`src/rtl/sdram_dp_pkg.sv`:
```
package sdram_dp_pkg;

  typedef enum logic [1:0] {
    CMD_IDLE  = 2'd0,
    CMD_READ  = 2'd1,
    CMD_WRITE = 2'd2,
    CMD_OTHER = 2'd3
  } sdram_cmd_e;

  function automatic sdram_cmd_e decode_cmd(input logic cs_n, input logic ras_n,
                                            input logic cas_n, input logic we_n);
    sdram_cmd_e c;
    if (cs_n)                             c = CMD_IDLE;   // deselect
    else if ({ras_n, cas_n, we_n} == 3'b101) c = CMD_READ;
    else if ({ras_n, cas_n, we_n} == 3'b100) c = CMD_WRITE;
    else if ({ras_n, cas_n, we_n} == 3'b111) c = CMD_IDLE;   // nop
    else                                  c = CMD_OTHER;
    return c;
  endfunction

endpackage

```
`src/rtl/sdram_cmd_dec.sv`:
```
module sdram_cmd_dec
  import sdram_dp_pkg::*;
(
  input  logic cs_ni,
  input  logic ras_ni,
  input  logic cas_ni,
  input  logic we_ni,
  output logic rd_o,
  output logic wr_o
);

  sdram_cmd_e cmd;

  always_comb begin
    cmd  = decode_cmd(cs_ni, ras_ni, cas_ni, we_ni);
    rd_o = (cmd == CMD_READ);
    wr_o = (cmd == CMD_WRITE);
  end

endmodule

```
`src/rtl/sdram_burst_ctrl.sv`:
```
module sdram_burst_ctrl #(
  parameter int BANK_W = 2,
  parameter int COL_W  = 4,
  parameter int BL     = 4,
  localparam int AW    = BANK_W + COL_W,
  localparam int CNT_W = $clog2(BL)
) (
  input  logic              clk_i,
  input  logic              rst_ni,
  input  logic              cmd_rd_i,
  input  logic              cmd_wr_i,
  input  logic [BANK_W-1:0] bank_i,
  input  logic [COL_W-1:0]  col_i,
  output logic              beat_vld_o,
  output logic              beat_wr_o,
  output logic [AW-1:0]     beat_addr_o
);

  localparam logic [COL_W-1:0] OFS_MSK  = COL_W'(BL - 1);
  localparam logic [CNT_W-1:0] LAST_CNT = CNT_W'(BL - 1);

  logic              act_q, wr_q;
  logic [CNT_W-1:0]  cnt_q;
  logic [BANK_W-1:0] bank_q;
  logic [COL_W-1:0]  col_q;
  logic              start;
  logic [COL_W-1:0]  cont_col;

  always_comb begin
    start    = cmd_rd_i | cmd_wr_i;
    // wrap inside the aligned block of BL columns
    cont_col = (col_q & ~OFS_MSK) | ((col_q + COL_W'(cnt_q)) & OFS_MSK);
    beat_vld_o  = start | act_q;
    beat_wr_o   = start ? cmd_wr_i : wr_q;
    beat_addr_o = start ? {bank_i, col_i} : {bank_q, cont_col};
  end

  always_ff @(posedge clk_i or negedge rst_ni) begin
    if (!rst_ni) begin
      act_q  <= 1'b0;
      wr_q   <= 1'b0;
      cnt_q  <= '0;
      bank_q <= '0;
      col_q  <= '0;
    end else if (start) begin
      act_q  <= 1'b1;
      wr_q   <= cmd_wr_i;
      cnt_q  <= CNT_W'(1);
      bank_q <= bank_i;
      col_q  <= col_i;
    end else if (act_q) begin
      cnt_q <= cnt_q + CNT_W'(1);
      if (cnt_q == LAST_CNT) act_q <= 1'b0;
    end
  end

endmodule

```
`src/rtl/sdram_mem_array.sv`:
```
module sdram_mem_array #(
  parameter int DATA_W = 16,
  parameter int AW     = 6,
  localparam int DEPTH = 1 << AW
) (
  input  logic              clk_i,
  input  logic              rst_ni,
  input  logic              we_i,
  input  logic [AW-1:0]     waddr_i,
  input  logic [DATA_W-1:0] wdata_i,
  input  logic [AW-1:0]     raddr_i,
  output logic [DATA_W-1:0] rdata_o
);

  logic [DATA_W-1:0] mem_q [DEPTH];

  always_ff @(posedge clk_i or negedge rst_ni) begin
    if (!rst_ni) begin
      for (int i = 0; i < DEPTH; i++) mem_q[i] <= '0;
    end else if (we_i) begin
      mem_q[waddr_i] <= wdata_i;
    end
  end

  assign rdata_o = mem_q[raddr_i];

endmodule

```
`src/rtl/sdram_rd_pipe.sv`:
```
module sdram_rd_pipe #(
  parameter int DATA_W  = 16,
  parameter int AW      = 6,
  parameter int CL      = 2,
  parameter int MSK_LAT = 2
) (
  input  logic              clk_i,
  input  logic              rst_ni,
  input  logic              issue_i,
  input  logic [AW-1:0]     issue_addr_i,
  input  logic              dqm_i,
  output logic [AW-1:0]     mem_raddr_o,
  input  logic [DATA_W-1:0] mem_rdata_i,
  output logic [DATA_W-1:0] rdata_o,
  output logic              oe_o
);

  logic [CL-1:0]      vld_q;
  logic [AW-1:0]      addr_q [CL];
  logic [MSK_LAT-1:0] msk_q;
  logic               slot_en;
  logic [DATA_W-1:0]  data_q;
  logic               oe_q;

  // read slot pipeline, depth follows CAS latency
  always_ff @(posedge clk_i or negedge rst_ni) begin
    if (!rst_ni) begin
      vld_q <= '0;
      for (int i = 0; i < CL; i++) addr_q[i] <= '0;
    end else begin
      vld_q[0]  <= issue_i;
      addr_q[0] <= issue_addr_i;
      for (int i = 1; i < CL; i++) begin
        vld_q[i]  <= vld_q[i-1];
        addr_q[i] <= addr_q[i-1];
      end
    end
  end

  // mask delay line, fixed length, independent of CL
  always_ff @(posedge clk_i or negedge rst_ni) begin
    if (!rst_ni) begin
      msk_q <= '0;
    end else begin
      msk_q[0] <= dqm_i;
      for (int i = 1; i < MSK_LAT; i++) msk_q[i] <= msk_q[i-1];
    end
  end

  assign mem_raddr_o = addr_q[CL-1];
  assign slot_en     = vld_q[CL-1] & ~msk_q[MSK_LAT-1];

  always_ff @(posedge clk_i or negedge rst_ni) begin
    if (!rst_ni) begin
      oe_q   <= 1'b0;
      data_q <= '0;
    end else begin
      oe_q   <= slot_en;
      data_q <= slot_en ? mem_rdata_i : '0;
    end
  end

  assign rdata_o = data_q;
  assign oe_o    = oe_q;

endmodule

```
`src/rtl/sdram_burst_dp.sv`:
```
module sdram_burst_dp #(
  parameter int DATA_W     = 16,
  parameter int BANK_W     = 2,
  parameter int COL_W      = 4,
  parameter int BL         = 4,
  parameter int CL         = 2,
  parameter int DQM_RD_LAT = 2
) (
  input  logic              clk_i,
  input  logic              rst_ni,
  input  logic              cs_ni,
  input  logic              ras_ni,
  input  logic              cas_ni,
  input  logic              we_ni,
  input  logic [BANK_W-1:0] bank_i,
  input  logic [COL_W-1:0]  col_i,
  input  logic              dqm_i,
  input  logic [DATA_W-1:0] wdata_i,
  output logic [DATA_W-1:0] rdata_o,
  output logic              rdata_oe_o
);

  localparam int AW = BANK_W + COL_W;

  logic              cmd_rd, cmd_wr;
  logic              beat_vld, beat_wr;
  logic [AW-1:0]     beat_addr;
  logic              mem_we, rd_issue;
  logic [AW-1:0]     mem_raddr;
  logic [DATA_W-1:0] mem_rdata;

  sdram_cmd_dec u_dec (
    .cs_ni  (cs_ni),
    .ras_ni (ras_ni),
    .cas_ni (cas_ni),
    .we_ni  (we_ni),
    .rd_o   (cmd_rd),
    .wr_o   (cmd_wr)
  );

  sdram_burst_ctrl #(
    .BANK_W (BANK_W),
    .COL_W  (COL_W),
    .BL     (BL)
  ) u_ctrl (
    .clk_i       (clk_i),
    .rst_ni      (rst_ni),
    .cmd_rd_i    (cmd_rd),
    .cmd_wr_i    (cmd_wr),
    .bank_i      (bank_i),
    .col_i       (col_i),
    .beat_vld_o  (beat_vld),
    .beat_wr_o   (beat_wr),
    .beat_addr_o (beat_addr)
  );

  // write mask acts in the sampling cycle
  assign mem_we   = beat_vld & beat_wr & ~dqm_i;
  assign rd_issue = beat_vld & ~beat_wr;

  sdram_mem_array #(
    .DATA_W (DATA_W),
    .AW     (AW)
  ) u_mem (
    .clk_i   (clk_i),
    .rst_ni  (rst_ni),
    .we_i    (mem_we),
    .waddr_i (beat_addr),
    .wdata_i (wdata_i),
    .raddr_i (mem_raddr),
    .rdata_o (mem_rdata)
  );

  sdram_rd_pipe #(
    .DATA_W  (DATA_W),
    .AW      (AW),
    .CL      (CL),
    .MSK_LAT (DQM_RD_LAT)
  ) u_rd (
    .clk_i        (clk_i),
    .rst_ni       (rst_ni),
    .issue_i      (rd_issue),
    .issue_addr_i (beat_addr),
    .dqm_i        (dqm_i),
    .mem_raddr_o  (mem_raddr),
    .mem_rdata_i  (mem_rdata),
    .rdata_o      (rdata_o),
    .oe_o         (rdata_oe_o)
  );

endmodule

```
`config.mk`:
```
export PLATFORM = sky130hd
export DESIGN_NAME = sdram_burst_dp
export DESIGN_NICKNAME = d
export VERILOG_FILES = /design/src/rtl/sdram_dp_pkg.sv /design/src/rtl/sdram_cmd_dec.sv /design/src/rtl/sdram_burst_ctrl.sv /design/src/rtl/sdram_mem_array.sv /design/src/rtl/sdram_rd_pipe.sv /design/src/rtl/sdram_burst_dp.sv
export SDC_FILE = /design/constraint.sdc
export NUM_CORES = 1
export LEC_CHECK = 0
export ABC_AREA = 1
export ABC_CLOCK_PERIOD_IN_PS = 4680
export BUFFER_PORTS_ARGS = -buffer_cell sky130_fd_sc_hd__buf_2
export CAP_MARGIN = 30
export CORE_MARGIN = 1
export CORE_UTILIZATION = 40
export DETAILED_ROUTE_END_ITERATION = 7
export PLACE_DENSITY = 0.64
export SLEW_MARGIN = 40
export SYNTH_ARGS = -nofsm -noshare
export SYNTH_HDL_FRONTEND = slang
export SYNTH_SLANG_ARGS = --single-unit
```
`constraint.sdc`:
```
create_clock -name clk_i -period 4.68 [get_ports clk_i]
set_input_delay 0.234 -clock clk_i [delete_from_list [all_inputs] [get_ports clk_i]]
set_output_delay 0.234 -clock clk_i [all_outputs]
set_load 0.03 [all_outputs]
```
== Word level (Yosys, flattened, before mapping) ==
Cells that the tools add are included.

* Multiplexer cells: 18
* Bitwise gates (word level): 12
* Order comparisons: 3
* Reduce and logical (&&, ||, !) cells: 2
* Shift operators: 0
* Eq/ne operators: 6
* Divide/modulo/power cells: 0
* Add/sub/neg operators: 2
* $mul: 0

{| class="wikitable"
|+ Operators by type and width
! cell !! count
|-
| 1024-bit bitwise mux || 1
|-
| 16-bit binary-select mux with 6-bit select || 1
|-
| 16-bit demux with 6-bit select || 1
|-
| 16-bit two-way mux || 4
|-
| 7-bit >= comparator, second input constant || 2
|-
| 6-bit inverter with 7-bit output || 2
|-
| 2-bit two-way mux || 6
|-
| 3-bit == test, second input constant || 3
|-
| 7-bit by 1-bit < comparator with 1-bit output, second input constant || 1
|-
| 6-bit two-way mux || 1
|-
| 1-bit AND || 4
|-
| 2-bit == test, second input constant || 2
|-
| 1-bit two-way mux || 4
|-
| 4-bit by 2-bit bitwise OR with 4-bit output || 1
|-
| 1-bit inverter || 3
|-
| 2-bit by 1-bit adder with 2-bit output, second input constant || 1
|-
| 2-bit adder || 1
|-
| 2-bit by 1-bit == test with 1-bit output, second input constant || 1
|-
| 1-bit bitwise OR || 2
|-
| 2-bit nonzero test || 1
|-
| 1-bit logical AND || 1
|}

* Bits of input ports: 29
* Logic and storage cells: 118
* Bits in read-only memories: 0
* Memories: 0
* Latch bits: 0
* Memory bits (writable): 0
* Output and inout bits: 17
* Flip-flop bits (word level): 1,067

== Logic depth before layout (Yosys ltp) ==
Gate-level depths: netlist of the first run.

* Depth after elaboration: 14
* Depth in mapped cells: 18
* Gate-level depth less buffers: 16

== By module ==
A second synthesis of the first run with hierarchy kept.

* Cells, all modules: 6,003
* Area total of the unflattened synthesis: 47,793.3 um2

{| class="wikitable"
|+ Modules (own cells, without submodules)
! module !! cells an instance !! times used !! area an instance (um2)
|-
| sdram_mem_array || 5,853 || 1 || 46,208.1
|-
| sdram_rd_pipe || 75 || 1 || 1,048.5
|-
| sdram_burst_ctrl || 63 || 1 || 489.2
|-
| sdram_cmd_dec || 8 || 1 || 30.0
|-
| sdram_burst_dp || 4 || 1 || 17.5
|}

== Least setup slack after synthesis of the first run ==
No wires, ideal clock.

* Path type: input -> register
* From: in cs_ni
* To: reg u_mem.mem_q[261] in the netlist's numbering
* Required time: 4.564 ns
* Arrival: 2.228 ns
* Path slack: 2.336 ns
* Stages on the path: 14
* Cell sequence: nand3b_1 -> ha_1 -> buf_4 -> nand2_1 -> o21ai_1 -> or2_1 -> nor2_1 -> inv_2 -> buf_4 -> nor2_4 -> inv_2 -> buf_2 -> nand2_1 -> nand2_1

* Longest elaborated chain between the ends: 10
* Elaborated cells on any way between the ends: 16
* Those cells by class: order compare (2); eq/ne (2); mux (6); bitwise (5); reduce/logical (1)

{| class="wikitable"
|+ Ends and longest elaborated chain
! element !! line !! source
|-
| start: declaration || sdram_burst_dp.sv:11 || <nowiki>input logic cs_ni,</nowiki>
|-
| 2-bit two-way mux * || sdram_dp_pkg.sv:13 || <nowiki>if (cs_n) c = CMD_IDLE;</nowiki>
|-
| 2-bit by 1-bit == test with 1-bit output / 2-bit == test (equally long branches) || sdram_cmd_dec.sv:16, sdram_cmd_dec.sv:17 ||
|-
| 1-bit bitwise OR * || sdram_burst_ctrl.sv:30 || <nowiki>start = cmd_rd_i | cmd_wr_i;</nowiki>
|-
| 6-bit two-way mux * || sdram_burst_ctrl.sv:35 || <nowiki>beat_addr_o = start ? {bank_i, col_i} : {bank_q, cont_col};</nowiki>
|-
| net beat_addr[4] || sdram_burst_dp.sv:27 || <nowiki>logic [AW-1:0] beat_addr;</nowiki>
|-
| 6-bit inverter with 7-bit output (implied by the code) * || sdram_mem_array.sv:21 || <nowiki>mem_q[waddr_i] <= wdata_i;</nowiki>
|-
| 7-bit >= comparator (implied by the code) / 7-bit by 1-bit < comparator with 1-bit output (equally long branches) || sdram_mem_array.sv:21 ||
|-
| 1-bit logical AND (implied by the code) || sdram_mem_array.sv:21 ||
|-
| 16-bit two-way mux (implied by the code) || sdram_mem_array.sv:21 ||
|-
| 16-bit demux with 6-bit select * || sdram_mem_array.sv:21 ||
|-
| 1024-bit bitwise mux * || sdram_mem_array.sv:21 ||
|-
| end signal: indexed assignment || sdram_mem_array.sv:21 ||
|-
| end: declaration || sdram_mem_array.sv:15 || <nowiki>logic [DATA_W-1:0] mem_q [DEPTH];</nowiki>
|}

Mark *: on every way through the listed nets, which the timed path passes. The rest lies on a longest branch.
A chain may end at the register's enable or synchronous reset.

== Final worst setup path of the first run ==
* From: reg u_rd.addr_q (netlist bit u_rd.mem_raddr_o[0])
* To: reg u_rd.data_q[10] (netlist: u_rd.rdata_o[10])

* Longest elaborated chain between the ends: 5

{| class="wikitable"
|+ Ends and longest elaborated chain
! element !! line !! source
|-
| start: declaration || sdram_rd_pipe.sv:19 || <nowiki>logic [AW-1:0] addr_q [CL];</nowiki>
|-
| start signal: indexed assignment || sdram_rd_pipe.sv:35 || <nowiki>addr_q[i] <= addr_q[i-1];</nowiki>
|-
| 6-bit inverter with 7-bit output (implied by the code) || sdram_mem_array.sv:25 || <nowiki>assign rdata_o = mem_q[raddr_i];</nowiki>
|-
| 16-bit binary-select mux with 6-bit select || sdram_mem_array.sv:25 ||
|-
| 16-bit two-way mux (implied by the code) (2 in series) || sdram_mem_array.sv:25 ||
|-
| 16-bit two-way mux || sdram_rd_pipe.sv:59 || <nowiki>data_q <= slot_en ? mem_rdata_i : '0;</nowiki>
|-
| end signal: assignment || sdram_rd_pipe.sv:59 ||
|-
| end: declaration || sdram_rd_pipe.sv:22 || <nowiki>logic [DATA_W-1:0] data_q;</nowiki>
|}

No other way between the ends. The select of a mux whose other input is x is not followed.

==> results of run 1 <==
-- path summary, 6_finish.rpt --
check	cells after the start	endpoint	slack [ns]
setup / recovery	10	u_rd.rdata_o[10]	1.15
max in group asynchronous	4	u_mem.mem_q[520]	3.17
min in group asynchronous	2	u_mem.mem_q[194]	0.16
setup reg to reg	10	u_rd.rdata_o[10]	1.15
hold reg to reg	0	u_rd.vld_q[1]	0.35
hold / removal	3	u_mem.mem_q[13]	0.04
-- metrics by stage --
step	hold slack (ns)	cells
CTS	0.00312	8540
finish	0.0350	8542
detailed placement	0.303	8321
global placement	0.298	8320
global route	0.0383	8541
floorplan	-0.0616	7032
-- what timing repair did --
item,in CTS,in global routing
hold buffers,10,0
endpoints found under the hold margin,101,0
setup endpoints to repair,0,0
-- report_power, final --
| group | leakage (nW) | internal (mW) | switching [mW] | total, mW |
|---|---|---|---|---|
| sequential | 14.7 | 10.6 | 0.838 | 11.4 |
| combinational | 13.4 | 2.23 | 6.37 | 8.61 |
| clock | 1.85 | 5.22 | 3.84 | 9.06 |
| total | 29.9 | 18.0 | 11.1 | 29.1 |
-- cell type report --
class | count | area, um^2
clock buffer | 173 | 3420
tap | 1662 | 2080
antenna | 1 | 2.50
inverter | 63 | 265
fill | 12731 | 70800
sequential | 1067 | 26700
timing repair buffer | 181 | 1700
multi-input combinational | 5359 | 22400
clock inverter | 36 | 293
-- per-layer routing --
metal  vias to the layer above  wire, um
li1                      21651         -
met1                     22716     78100
met2                      2197     75400
met3                       307     16900
met4                         4      5440
met5                         -        24
-- kinds of logic after synthesis --
logic type / count (synthesis) / share of synthesized area (%)
XOR/XNOR: 1 / 0.0170
flip-flops: 1067 / 51.8
AND/OR/NAND/NOR: 4816 / 38.1
buffers and inverters: 606 / 4.79
AO/OA/AOI/OAI: 539 / 5.28
adder cells (fa/ha/maj): 3 / 0.0728
-- flip-flops by register name, indices dropped and copies added (netlist names), 2 cells and up --
register	count
u_ctrl.bank_q	2
u_ctrl.col_q	4
u_rd.vld_q	2
u_mem.mem_q	1024
u_rd.msk_q	2
u_rd.rdata_o	16
u_rd.addr_q	6
u_rd.mem_raddr_o	6
u_ctrl.cnt_q	2
-- cells in the final DEF, fill, tap and decap left out, drive strengths merged, types with 3 or more instances in the layout --
cell,synthesis,final
a21oi,18,18
nand3,874,874
buf,158,171
inv,63,64
dfrtp,1067,1067
bufinv,0,4
ha,3,3
o21ai,521,521
nor2,78,78
nand2,3862,3862
clkbuf,385,173
dlygate4sd3,0,10
clkinv,0,29
-- worst max-delay path, delay by kind of cell (launching register included) --
| family | cells | cell delay (ns) |
|---|---|---|
| buf+inv | 2 | 1.08 |
| simple gates | 7 | 1.03 |
| flops | 1 | 0.72 |
| compound gates | 1 | 0.48 |
==> run_results.csv, run 1 <==
group,metric,value,unit
place,placed_area,53000,um^2
cts,cts_setup_buffers,0,
cts,clock_latency,0.71,ns
global_route,met2_usage,38.5,%
min_path,hold_start,"wdata_i[13]",
cts,cts_root_buf,"clkbuf_16",
yosys,synth.net_count,7064,
cells_and_area,final_core_utilization,44.5,%
critical_path,start_kind,"register",
cts,cts_max_path_buffers,3,
cts,path_clk_slew,0.06,ns
cells_and_area,nNetsFinal,6819,
status,outcome,"complete, no violations",
global_route,grt.busiest_layer,"met1",
critical_path,arrival,4.06,ns
die,die_h,361,um
place,routabilityCongestion,0.892,
cells_and_area,stdcell_area,56900,um^2
yosys,ys_top_cells_by_count,"nand2_1 (3,859), dfrtp_1 (1,067), nand3_1 (866), o21ai_0 (433), clkbuf_1 (384)",
routing,num_vias,46875,
yosys,postSynthCellCount,7032,
critical_path,r2r_start,"u_rd.mem_raddr_o[0]",
place,place_hpwl,102000,um
cts,numCtsBuffers,115,
yosys,synth_largest_area_cell,"dfrtp_1",
yosys,synth_area,51600,um^2
cts,numClockSinks,1067,
yosys,synth.distinct_cells,26,
global_route,grt_max_degree,143,
cts,cts_resized,0,
sta,final-setup-viol-count,0,
critical_path,cpMaxStageDelayCell,"dfrtp_4",
pwr,ir_worst_vdd,0.000457,V
routing,wl,176000,um
global_route,grt_overflow_total,0,
global_route,grt_use_total,26.7,%
min_path,hold_path_class,"input pin to register",
die,io_pins,46,
cells_and_area,post_route_cells_drive_above_1_share,7.01,%
yosys,yosysWarnings,0,
yosys,synthArstFlopShare,100,%
sta,timing.fmax,283,MHz
routing,drt_iter0_markers,6093,
die,start_util,40.4,%
critical_path,crit_top_cell,"nand3_1",
sta,worstMarginPinSlew,0.891,ns
sta,min_period,3.53,ns
pwr,powerDensity,511,nW/um^2
routing,final_antenna_net_count,0,
cells_and_area,areaGrowthSynthToFinish,10.3,%
global_route,grt_pass1_vias,43225,
global_route,grt_pass1_wl,271000,um
global_route,antenna_found_initial,3,
sta,finalHoldViolCount,0,
routing,avgViaCountPerCell,5.49,
critical_path,crit_chain,"inv_8 -> buf_4 -> nand2_1 -> nand3_1 -> nand3_1 -> nand2_1 -> nand2_1 -> nand3_1 -> nand3_1 -> a21oi_1",
sta,relSlewSlack,40.6,%
cts,cts_tree,"done",
critical_path,cp_slowest_stage_delay,0.72,ns
global_route,grtUsageMet3,4.94,%
yosys,yosysMostFrequentCell,"nand2_1",
sta,worst_slack,1.15,ns
critical_path,crit_path_end_kind,"register",
cts,cts_max_level,3,
yosys,avgSynthCellArea,7.33,um^2
sta,fin_skew,0.0310,ns
die,rows,131,
flow_run,cap_violations,0,
place,dp_slack,1.05,ns
yosys,ys_ff_latch,1067,
die,dieArea,130000,um^2
yosys,synthTopCellsByArea,"dfrtp_1 (52%), nand2_1 (28%), nand3_1 (8.4%), o21ai_0 (4.2%), clkbuf_1 (2.8%)",
critical_path,startpoint,"u_rd.mem_raddr_o[0]",
sta,finalCritPeriodShare,75.5,%
routing,drc_errors,0,
place,numPortBuffers,45,
routing,dr.pass1.iters,6,
die,coreArea,128000,um^2
critical_path,required,5.21,ns
critical_path,worstPathMaxFanout,74,
die,die_width,361,um
sta,grt_setup_unrepaired,"false",
routing,post_drt_wl_per_cell,20.6,um
pwr,total_power,29.1,mW
critical_path,critical_path_class,"register to register",
pwr,p_leak,29.9,nW
yosys,synth_edf_count,0,
yosys,synth_top_flop_cell,"dfrtp_1",
yosys,ys_seq_area_share,51.8,%
sta,finalMaxSlewViolations,0,
global_route,use_met1,39.9,%
yosys,yosys.area.top_type_share,51.8,%
sta,tns,0,ns
(Power assumes the default switching activity.)
==> run 2, diff against run 1 <==
ABC_CLOCK_PERIOD_IN_PS = 3200   (was 4680)
PLACE_DENSITY = 0.66   (was 0.64)
clock period = 3.2 ns   (was 4.68 ns; I/O delays follow)
==> run 2 against run 1 <==
Flip-flop and latch count did not move; clock-buffer cell count down 7; final cell count increased by 1.7%; first-iteration DRC count increased by 4.1%; hold slack better by 0.00088 ns; wire length shrank 0.25%; register-to-register slack worse by 0.83 ns.
==> run_results.csv, run 2 (same netlist as run 1, synthesis figures left out) <==
group,metric,value,unit
sta,final-setup-viol-count,0,
sta,relSlewSlack,40.1,%
global_route,grt_pass1_vias,44404,
place,routabilityCongestion,0.886,
pwr,p_leak,30.8,nW
routing,dr.pass1.iters,6,
cells_and_area,fill_cells,12436,
sta,min_period,2.98,ns
cts,cts_tree,"done",
cells_and_area,areaGrowthSynthToFinish,13.4,%
cells_and_area,nNetsFinal,6958,
critical_path,critical_path_class,"input pin to register",
global_route,grt_max_degree,100,
cts,cts_setup_buffers,0,
critical_path,crit_path_end_kind,"register",
die,dieArea,130000,um^2
sta,finalMaxSlewViolations,0,
cells_and_area,n_antenna_cell,0,
critical_path,arrival,3.57,ns
sta,finalHoldViolCount,0,
cells_and_area,post_route_cells_drive_above_1_share,8.77,%
die,io_pins,46,
sta,whs,0.0359,ns
routing,num_vias,47459,
routing,post_drt_wl_per_cell,20.2,um
cells_and_area,largest_register_ffs,1024,
sta,finalCritPeriodShare,93.2,%
pwr,total_power,43.4,mW
sta,tns,0,ns
place,place_hpwl,107000,um
global_route,grt_use_total,26.7,%
routing,avgViaCountPerCell,5.47,
global_route,grt_overflow_total,0,
die,rows,131,
die,coreArea,128000,um^2
cts,path_clk_slew,0.06,ns
critical_path,r2r_cells,10,
min_path,hold_path_class,"input pin to register",
die,die_h,361,um
global_route,antenna_found_initial,1,
sta,fin_skew,0.0249,ns
critical_path,start_kind,"input pin",
sta,worstMarginPinSlew,0.898,ns
die,die_width,361,um
status,outcome,"complete, no violations",
cts,numClockSinks,1067,
critical_path,worstPathMaxFanout,16,
cells_and_area,final_core_utilization,45.8,%
critical_path,required,3.79,ns
sta,grt_setup_unrepaired,"false",
flow_run,cap_violations,0,
cells_and_area,top_register,"u_mem.mem_q",
die,start_util,40.4,%
cts,cts_max_level,3,
pwr,powerDensity,741,nW/um^2
place,numPortBuffers,45,
cts,cts_max_path_buffers,3,
routing,wl,175000,um
pwr,ir_worst_vdd,0.000461,V
min_path,holdPathStages,6,
cells_and_area,layout_commonest_cell,"nand2_1",
routing,drc_errors,0,
sta,timing.fmax,335,MHz
cts,numCtsBuffers,114,
cts,cts_root_buf,"clkbuf_16",
cells_and_area,final_cell_mix,"nand2_1 (3,859), dfrtp_1 (1,063), nand3_1 (866)",
routing,drt_iter0_markers,6341,
routing,final_antenna_net_count,0,
cts,clock_latency,0.73,ns
global_route,grt_pass1_wl,272000,um
[run 2: cell types whose count changed in the layout (fill, tap and decap cells not counted), sizes merged]
cell         change
buf            +124
dlygate4sd3     +16
clkbuf           -7
bufinv           +5
clkinv           +3
inv              +2
diode            -1
[run 2: path summary, 6_finish.rpt]
check	slack, ns	end	start
setup / recovery	0.22	u_mem.mem_q[452]	we_ni
setup reg to reg	0.32	u_rd.rdata_o[8]	u_rd.mem_raddr_o[0]
hold / removal	0.04	u_ctrl.wr_q	cas_ni
min in group asynchronous	0.11	u_mem.mem_q[178]	rst_ni
max in group asynchronous	2.01	u_mem.mem_q[856]	rst_ni
hold reg to reg	0.35	u_rd.mem_raddr_o[3]	u_rd.addr_q[9]
[run 2: repair_timing]
action                                 4_1_cts  5_1_grt
endpoints found under the hold margin      534        0
hold buffers                                26        0
resized for setup                            0        0
[run 2: power breakdown]
group / switching (mW) / internal (mW)
Clock: 5.79 / 8.00
Combinational: 9.42 / 3.60
Sequential: 1.07 / 15.5
Total: 16.3 / 27.1
[run 2: worst max-delay path, cell delays in order]
cell and delay, ns:
dlygate4sd3_1 0.54, buf_2 0.14, nand3_1 0.07, nand3b_1 0.08
ha_1 0.48, inv_2 0.22, nand2_1 0.11, nand2_2 0.22
nand3_2 0.42, buf_4 0.34, nor2_2 0.34, inv_2 0.24
nand2_1 0.11, nand2_1 0.06
[run 2: layout make-up]
type | instances | area, um^2 | share of cell area, %
Multi-Input combinational cell | 5359 | 22400 | 38.3
Sequential cell | 1067 | 26700 | 45.7
Tap cell | 1662 | 2080 | 3.56
Timing Repair Buffer | 321 | 3170 | 5.42
Clock buffer | 166 | 3360 | 5.74
Inverter | 63 | 256 | 0.439
Clock inverter | 46 | 527 | 0.901
[run 2: layer usage]
metal / track usage, % / wire length, um / vias up
li1: - / - / 21939
met3: 5.09 / 17900 / 351
met1: 38.8 / 74800 / 22825
met4: 9.88 / 6510 / 0
met5: 0 / 0 / -
met2: 39.1 / 76200 / 2344
[run 2: through the flow]
stage          std cells  cell area, um^2  setup WS (ns)
2_1_floorplan       7032            51600          0.930
3_3_place_gp        8445            54300          0.156
3_5_place_dp        8446            54300          0.107
4_1_cts             8684            58500          0.318
5_1_grt             8684            58500         0.0179
6_report            8684            58500          0.219
